$ cat src/rtl/eeprom_pkg.sv
package eeprom_pkg;
  typedef enum logic [2:0] {
    SEG_IDLE,
    SEG_START,
    SEG_TX,
    SEG_RX,
    SEG_STOP
  } seg_e;
endpackage

$ cat src/rtl/eeprom_press.sv
module eeprom_press #(
  parameter int STAGES = 2
) (
  input  logic clk,
  input  logic rst_n,
  input  logic btn_n,
  output logic press
);
  logic [STAGES-1:0] sync_q;
  logic              held_q;
  logic              level;

  assign level = ~sync_q[STAGES-1];
  assign press = level & ~held_q;

  always_ff @(posedge clk or negedge rst_n) begin
    if (!rst_n) begin
      sync_q <= '1;
      held_q <= 1'b0;
    end else begin
      sync_q <= {sync_q[STAGES-2:0], btn_n};
      held_q <= level;
    end
  end


  single_press_chk: assert property (@(posedge clk) disable iff (!rst_n)
    press |=> !press);
endmodule

$ cat src/rtl/eeprom_qclk.sv
module eeprom_qclk #(
  parameter int QTR_CYCLES = 125
) (
  input  logic       clk,
  input  logic       rst_n,
  input  logic       run,
  output logic [1:0] phase,
  output logic       qend
);
  localparam int CW = (QTR_CYCLES > 1) ? $clog2(QTR_CYCLES) : 1;
  localparam logic [CW-1:0] LAST = CW'(QTR_CYCLES - 1);

  logic [CW-1:0] cnt_q, cnt_d;
  logic [1:0]    ph_d;

  assign qend = run && (cnt_q == LAST);

  always_comb begin
    cnt_d = cnt_q;
    ph_d  = phase;
    if (!run) begin
      cnt_d = '0;
      ph_d  = 2'd0;
    end else if (qend) begin
      cnt_d = '0;
      ph_d  = phase + 2'd1;
    end else begin
      cnt_d = cnt_q + 1'b1;
    end
  end

  always_ff @(posedge clk or negedge rst_n) begin
    if (!rst_n) begin
      cnt_q <= '0;
      phase <= 2'd0;
    end else begin
      cnt_q <= cnt_d;
      phase <= ph_d;
    end
  end


  phase_hold_chk: assert property (@(posedge clk) disable iff (!rst_n)
    (run && !qend) |=> $stable(phase));
endmodule

$ cat src/rtl/eeprom_byte_master.sv
module eeprom_byte_master
  import eeprom_pkg::*;
#(
  parameter int          QTR_CYCLES  = 125,
  parameter int          SYNC_STAGES = 2,
  parameter logic [6:0]  DEV_ID      = 7'h50,
  parameter logic [7:0]  WORD_ADDR   = 8'h00,
  parameter logic [7:0]  WR_DATA     = 8'h5A
) (
  input  logic       clk,
  input  logic       rst_n,
  input  logic       wr_btn_n,
  input  logic       rd_btn_n,
  output logic       scl,
  output logic       sda_pull,
  input  logic       sda_in,
  output logic       busy,
  output logic       ack_err,
  output logic       match,
  output logic [7:0] rd_data
);
  localparam int NBTN = 2;

  // reset: asserted asynchronously, released on a clock edge
  logic [1:0] rs_q;
  logic       rst_s;
  always_ff @(posedge clk or negedge rst_n) begin
    if (!rst_n) rs_q <= 2'b00;
    else        rs_q <= {rs_q[0], 1'b1};
  end
  assign rst_s = rs_q[1];

  // buttons: index 0 = write, 1 = read
  logic [NBTN-1:0] btn_vec, press;
  assign btn_vec = {rd_btn_n, wr_btn_n};
  for (genvar g = 0; g < NBTN; g++) begin : g_btn
    eeprom_press #(.STAGES(SYNC_STAGES)) i_press (
      .clk(clk), .rst_n(rst_s), .btn_n(btn_vec[g]), .press(press[g]));
  end

  logic [1:0] phase;
  logic       qend;
  eeprom_qclk #(.QTR_CYCLES(QTR_CYCLES)) i_qclk (
    .clk(clk), .rst_n(rst_s), .run(busy), .phase(phase), .qend(qend));

  // transaction programme: segment kind and byte per step
  function automatic seg_e plan_seg(input logic rd, input logic [2:0] st);
    if (!rd) begin
      case (st)
        3'd0:                plan_seg = SEG_START;
        3'd1, 3'd2, 3'd3:    plan_seg = SEG_TX;
        default:             plan_seg = SEG_STOP;
      endcase
    end else begin
      case (st)
        3'd0, 3'd3:          plan_seg = SEG_START;
        3'd1, 3'd2, 3'd4:    plan_seg = SEG_TX;
        3'd5:                plan_seg = SEG_RX;
        default:             plan_seg = SEG_STOP;
      endcase
    end
  endfunction

  function automatic logic [7:0] plan_byte(input logic rd, input logic [2:0] st);
    case (st)
      3'd1:    plan_byte = {DEV_ID, 1'b0};
      3'd2:    plan_byte = WORD_ADDR;
      3'd3:    plan_byte = WR_DATA;
      3'd4:    plan_byte = {DEV_ID, rd};
      default: plan_byte = 8'h00;
    endcase
  endfunction

  seg_e       seg_q, seg_d;
  logic [2:0] step_q, step_d, step_nx;
  logic [3:0] bit_q, bit_d;
  logic [7:0] sh_q, sh_d, rdat_d;
  logic       rd_q, rd_d, nak_q, nak_d, err_d, match_d, adv;

  assign busy    = (seg_q != SEG_IDLE);
  assign step_nx = step_q + 3'd1;

  always_comb begin
    seg_d   = seg_q;
    step_d  = step_q;
    bit_d   = bit_q;
    sh_d    = sh_q;
    rd_d    = rd_q;
    nak_d   = nak_q;
    err_d   = ack_err;
    match_d = match;
    rdat_d  = rd_data;
    adv     = 1'b0;
    if (seg_q == SEG_IDLE) begin
      if (press[0] || press[1]) begin
        rd_d   = !press[0];
        seg_d  = SEG_START;
        step_d = 3'd0;
        bit_d  = 4'd0;
        err_d  = 1'b0;
        nak_d  = 1'b0;
      end
    end else begin
      // sample point: end of quarter 1, middle of SCL high
      if (qend && phase == 2'd1) begin
        if (seg_q == SEG_TX && bit_q == 4'd8) nak_d = sda_in;
        if (seg_q == SEG_RX && bit_q < 4'd8)  sh_d  = {sh_q[6:0], sda_in};
      end
      // slot boundary
      if (qend && phase == 2'd3) begin
        case (seg_q)
          SEG_TX: begin
            if (bit_q < 4'd8) begin
              bit_d = bit_q + 4'd1;
              sh_d  = {sh_q[6:0], 1'b0};
            end else if (nak_q) begin
              err_d   = 1'b1;
              match_d = 1'b0;
              seg_d   = SEG_STOP;
            end else begin
              adv = 1'b1;
            end
          end
          SEG_RX: begin
            if (bit_q < 4'd8) begin
              bit_d = bit_q + 4'd1;
            end else begin
              rdat_d  = sh_q;
              match_d = (sh_q == WR_DATA);
              adv     = 1'b1;
            end
          end
          SEG_STOP: seg_d = SEG_IDLE;
          default:  adv = 1'b1;
        endcase
        if (adv) begin
          step_d = step_nx;
          seg_d  = plan_seg(rd_q, step_nx);
          bit_d  = 4'd0;
          if (plan_seg(rd_q, step_nx) == SEG_TX) sh_d = plan_byte(rd_q, step_nx);
        end
      end
    end
  end

  always_ff @(posedge clk or negedge rst_s) begin
    if (!rst_s) begin
      seg_q   <= SEG_IDLE;
      step_q  <= 3'd0;
      bit_q   <= 4'd0;
      sh_q    <= 8'h00;
      rd_q    <= 1'b0;
      nak_q   <= 1'b0;
      ack_err <= 1'b0;
      match   <= 1'b0;
      rd_data <= 8'h00;
    end else begin
      seg_q   <= seg_d;
      step_q  <= step_d;
      bit_q   <= bit_d;
      sh_q    <= sh_d;
      rd_q    <= rd_d;
      nak_q   <= nak_d;
      ack_err <= err_d;
      match   <= match_d;
      rd_data <= rdat_d;
    end
  end

  // pin decode from registered state (quarters: 0 low, 1-2 high, 3 low)
  always_comb begin
    scl      = 1'b1;
    sda_pull = 1'b0;
    case (seg_q)
      SEG_START: begin
        scl      = phase[0] ^ phase[1];
        sda_pull = phase[1];
      end
      SEG_TX: begin
        scl      = phase[0] ^ phase[1];
        sda_pull = (bit_q < 4'd8) && !sh_q[7];
      end
      SEG_RX:   scl = phase[0] ^ phase[1];
      SEG_STOP: begin
        scl      = (phase != 2'd0);
        sda_pull = !phase[1];
      end
      default: ;
    endcase
  end


  sda_steady_chk: assert property (@(posedge clk) disable iff (!rst_s)
    ($past(busy) && busy && $past(scl) && scl && !$stable(sda_pull))
      |-> (seg_q == SEG_START || seg_q == SEG_STOP));


  err_stop_chk: assert property (@(posedge clk) disable iff (!rst_s)
    $rose(ack_err) |-> (busy && seg_q == SEG_STOP));


  idle_launch_chk: assert property (@(posedge clk) disable iff (!rst_s)
    (!busy && (press[0] || press[1])) |=> (seg_q == SEG_START && phase == 2'd0));


  ack_release_chk: assert property (@(posedge clk) disable iff (!rst_s)
    (busy && seg_q == SEG_TX && bit_q == 4'd8) |-> !sda_pull);
endmodule

$ cat config.mk
export PLATFORM = sky130hd
export DESIGN_NAME = eeprom_byte_master
export DESIGN_NICKNAME = d
export VERILOG_FILES = /design/src/rtl/eeprom_pkg.sv /design/src/rtl/eeprom_press.sv /design/src/rtl/eeprom_qclk.sv /design/src/rtl/eeprom_byte_master.sv
export SDC_FILE = /design/constraint.sdc
export NUM_CORES = 1
export LEC_CHECK = 0
export BUFFER_PORTS_ARGS = -buffer_cell sky130_fd_sc_hd__clkbuf_2
export CAP_MARGIN = 25
export CORE_MARGIN = 2
export CORE_UTILIZATION = 50
export CTS_CLUSTER_DIAMETER = 40
export DETAILED_ROUTE_END_ITERATION = 10
export HOLD_SLACK_MARGIN = 0.08
export PLACE_DENSITY = 0.77
export SLEW_MARGIN = 20
export SYNTH_ARGS = -nofsm -noshare
export SYNTH_HDL_FRONTEND = slang
export SYNTH_SLANG_ARGS = --single-unit
$ cat constraint.sdc
create_clock -name clk -period 1.7 [get_ports clk]
set_input_delay 0.17 -clock clk [delete_from_list [all_inputs] [get_ports clk]]
set_output_delay 0.17 -clock clk [all_outputs]
set_load 0.03 [all_outputs]
==> summary.md <==
| Metric | Value |
|---|---|
| Core footprint | 0.005042 sq mm |
| Seq/Total Area, Yosys | 45.58% |
| First-pass GRT wire length | 12950 microns |
| GP Congestion | between 0.9 and 1 |
| Crit end category | flop |
| Routed Antenna Nets | 0 |
| Synthesized area | 0.002591 sq mm |
| Critical path fanouts, max | 5 |
| FF-to-FF path depth | 7 |
| #FFs+latches synth | 47 |
| Worst Skew | 0.01644 ns |
| Power Density | between 500 and 600 mW/mm^2 |
| Post-Synth Adder-Cell Area | slightly below 6% |
| WL/cell | 20.03 microns |
| Synth unique cells | 49 |
| Post-synth EDFFs | 0 |
| Antenna violations before repair | 0 |
| Post-Synth XOR/XNOR Area | 3.042% |
| Design Area, Final | slightly below 0.004 sq mm |
| TritonCTS Buffers | 5 |
| Final Hold Viols | 0 |
| Synthesized instance count | 272 |
| Layout cells sized above 1 | 48.56% |
| Total design power | 2.049 mW |
| CTS tree | built |
| Max-cap violations | 0 |
| Largest net degree at the start of global routing | 21 |
| Avg Cell Area, Syn | 9.527 sq um |
| First DRT Iteration DRCs | about 340 |
| Chip Width | between 70 and 80 microns |
| Tightest Hold Check Type | in2async |
| Drt first pass iters | 5 |
| Pleak | approximately 1.9 nW |
| Initial Util | 51.39% |
| WHS | 0.2059 ns |
| CP arrival | 2.32 ns |
| Simple-gate share of the synthesized area | 20.96% |
| Nets | between 300 and 400 |
| Run status | complete, but fails checks |
| Vias per std cell | between 6 and 7 |
| Yosys warnings | 0 |
| Placed instance area | about 0.0034 sq mm |
| Clk buf depth | 2 |
| Ys async rst share | 100.0% |
| Sinks on Clock Net | 47 |
| Root Driver | clkbuf_8 |
| Final setup vio count | 32 |
| Post-synthesis mux area share | 4.684% |
| DP HPWL | 4909 microns |
| Max H-tree Level | 2 |
| Setup Total Neg Slack | -6.599 ns |
| Total die area | 0.005774 sq mm |
| Final worst slack | -0.4239 ns |
| Max Clock Freq | 0.4708 GHz |
| Post-route minimum period | 2.124 ns |
| Clk_lat worst skew | roughly 0.32 ns |
| Final worst path period share | 124.9% |
| I/O pin cnt | 18 |
| Crit path required time | between 1.5 and 2 ns |
| Post-Place Cells | 418 |
| DR DRC count | 0 |
| Congestion Overflow GR | 0 |
| CTS clock-pin slew for the worst setup and hold paths | 0.10 ns |
| Fin cells | 451 |
| Main combinational cell family by area after synthesis | simple AND/OR/NAND/NOR gates |
| Setup CP Type | reg2reg |
| Top FF cell, synth | dfrtp_1 |
| Die Y | 75.99 microns |
| Antenna Cells | 0 |
| Final WL | 9034 microns |
| Synthesized net count | approximately 290 |
| Maximum VDD drop | around 0.56 mV |
| Post-synthesis compound-gate area fraction | 15.02% |
| Total GRT Usage | about 28% |
| FP Rows | 26 |
| CP Launch Type | flop |
| Vias in the first global route | 2688 |
| IO Port Bufs | 17 |
| Post-place setup slack | -0.4432 ns |
| Final core occ | 78.11% |
| Failing checks | negative setup slack |
| Slew Viols, Final | 0 |
| Fill cells | 297 |
| Vias | 2756 |
| RSZ-0062 raised after global routing | yes |
| Synthesis-to-finish area growth | 52.00% |
[cell usage after synthesis (2+ instances only)]
master | n | share of area, %
ha_1 | 12 | 5.8
nand3_1 | 13 | 2.5
dfstp_2 | 4 | 4.1
a21o_1 | 4 | 1.2
nor3_1 | 6 | 1.2
a21oi_1 | 17 | 3.3
and4_1 | 2 | 0.68
nand2_1 | 25 | 3.6
nand4_1 | 7 | 1.7
dfrtp_1 | 43 | 42
buf_2 | 2 | 0.39
o21ai_0 | 20 | 3.9
xnor2_1 | 3 | 1.0
mux2_2 | 9 | 3.9
a211o_1 | 4 | 1.4
xor2_1 | 6 | 2.0
nor2b_1 | 3 | 0.72
a221o_1 | 2 | 0.77
nand2b_1 | 3 | 0.72
clkbuf_1 | 5 | 0.72
inv_1 | 18 | 2.6
nor2_1 | 21 | 3.0
o211ai_1 | 2 | 0.58
a31oi_1 | 3 | 0.72
and3_1 | 8 | 1.9
mux2i_1 | 2 | 0.77
and2_1 | 6 | 1.4
[critical path, stage by stage (launching register included)]
cell	delay, ns
dfrtp_2	0.48
ha_4	0.22
xnor2_4	0.19
o31ai_4	0.10
a221oi_2	0.31
and3_4	0.30
mux2i_1	0.10
a221o_1	0.32
[final cells by class]
class,instances,area (sq um),area share [%]
multi-input combinational,197,1594,40.47
inverter,19,83.83,2.128
tap,70,87.58,2.224
clock inverter,3,43.79,1.112
clock buffer,5,68.82,1.747
timing repair buffer,110,872.1,22.14
sequential,47,1189,30.18
[power breakdown]
| group | leakage (nW) | internal [mW] | switching (mW) |
|---|---|---|---|
| Sequential | 0.575 | 1.13 | 0.0142 |
| Clock | 0.0581 | 0.439 | 0.424 |
| Combinational | 1.24 | 0.0142 | 0.0262 |
[metal layers]
metal / up-vias / track usage, % / wire [microns]
li1: 1172 / - / -
met1: 1341 / 32.32 / 3348
met2: 182 / 50.27 / 4637
met3: 61 / 4.739 / 556
met4: 0 / 13.64 / 491
met5: - / 0 / 0
[path summary, 6_finish.rpt]
path / slack, ns / start / endpoint
setup / recovery: -0.42 / step_q[1]$_DFFE_PN0P_ / sh_q[0]$_DFFE_PN0P_
hold / removal: 0.21 / rst_n / rs_q[1]$_DFF_PN0_
setup reg to reg: -0.42 / step_q[1]$_DFFE_PN0P_ / sh_q[0]$_DFFE_PN0P_
hold reg to reg: 0.23 / rs_q[1]$_DFF_PN0_ / bit_q[1]$_DFFE_PN0P_
max in group asynchronous: 0.81 / rs_q[1]$_DFF_PN0_ / seg_q[1]$_DFFE_PN0P_
min in group clk: 0.21 / sda_in / nak_q$_DFFE_PN0P_
[logic make-up (layout without fill, tap and decap cells)]
kind of cell             after synthesis  after routing
multiplexers                          11             11
flip-flops                            47             47
AND/OR/NAND/NOR                      102            103
other                                  1              1
buffers and inverters                 29            137
XOR/XNOR                               9              9
AO/OA/AOI/OAI                         61             61
adder cells (fa/ha/maj)               12             12
[state kept, by name, summed over array words and instances (netlist names)]
signal and flops:
rd_data 8, sh_q 8, i_qclk.cnt_q 7, bit_q 4, g_btn.i_press.sync_q 4, seg_q 3, step_q 3, g_btn.i_press.held_q 2
i_qclk.phase 2, rs_q 2, ack_err 1, match 1, nak_q 1, rd_q 1
[cells in the final DEF (no fill, tap or decap), types with 9 or more instances in the layout]
master / instances
buf_4: 73
dfrtp_1: 37
mux2_4: 9
nand3_1: 13
nor2_1: 16
o21ai_0: 12
buf_6: 16
inv_1: 11
clkbuf_2: 15
a21oi_1: 14
nand2_1: 23
[what timing repair did]
| action | CTS | global route |
|---|---|---|
| gates resized for setup | 45 | 36 |
| setup endpoints to repair | 32 | 34 |
| setup buffers | 7 | 20 |
| pin swaps | 17 | 18 |
| hold endpoints to repair | 4 | 0 |
| hold buffers | 3 | 0 |
| cloned | 0 | 1 |
No activity file was read; power rests on OpenSTA's default activity.
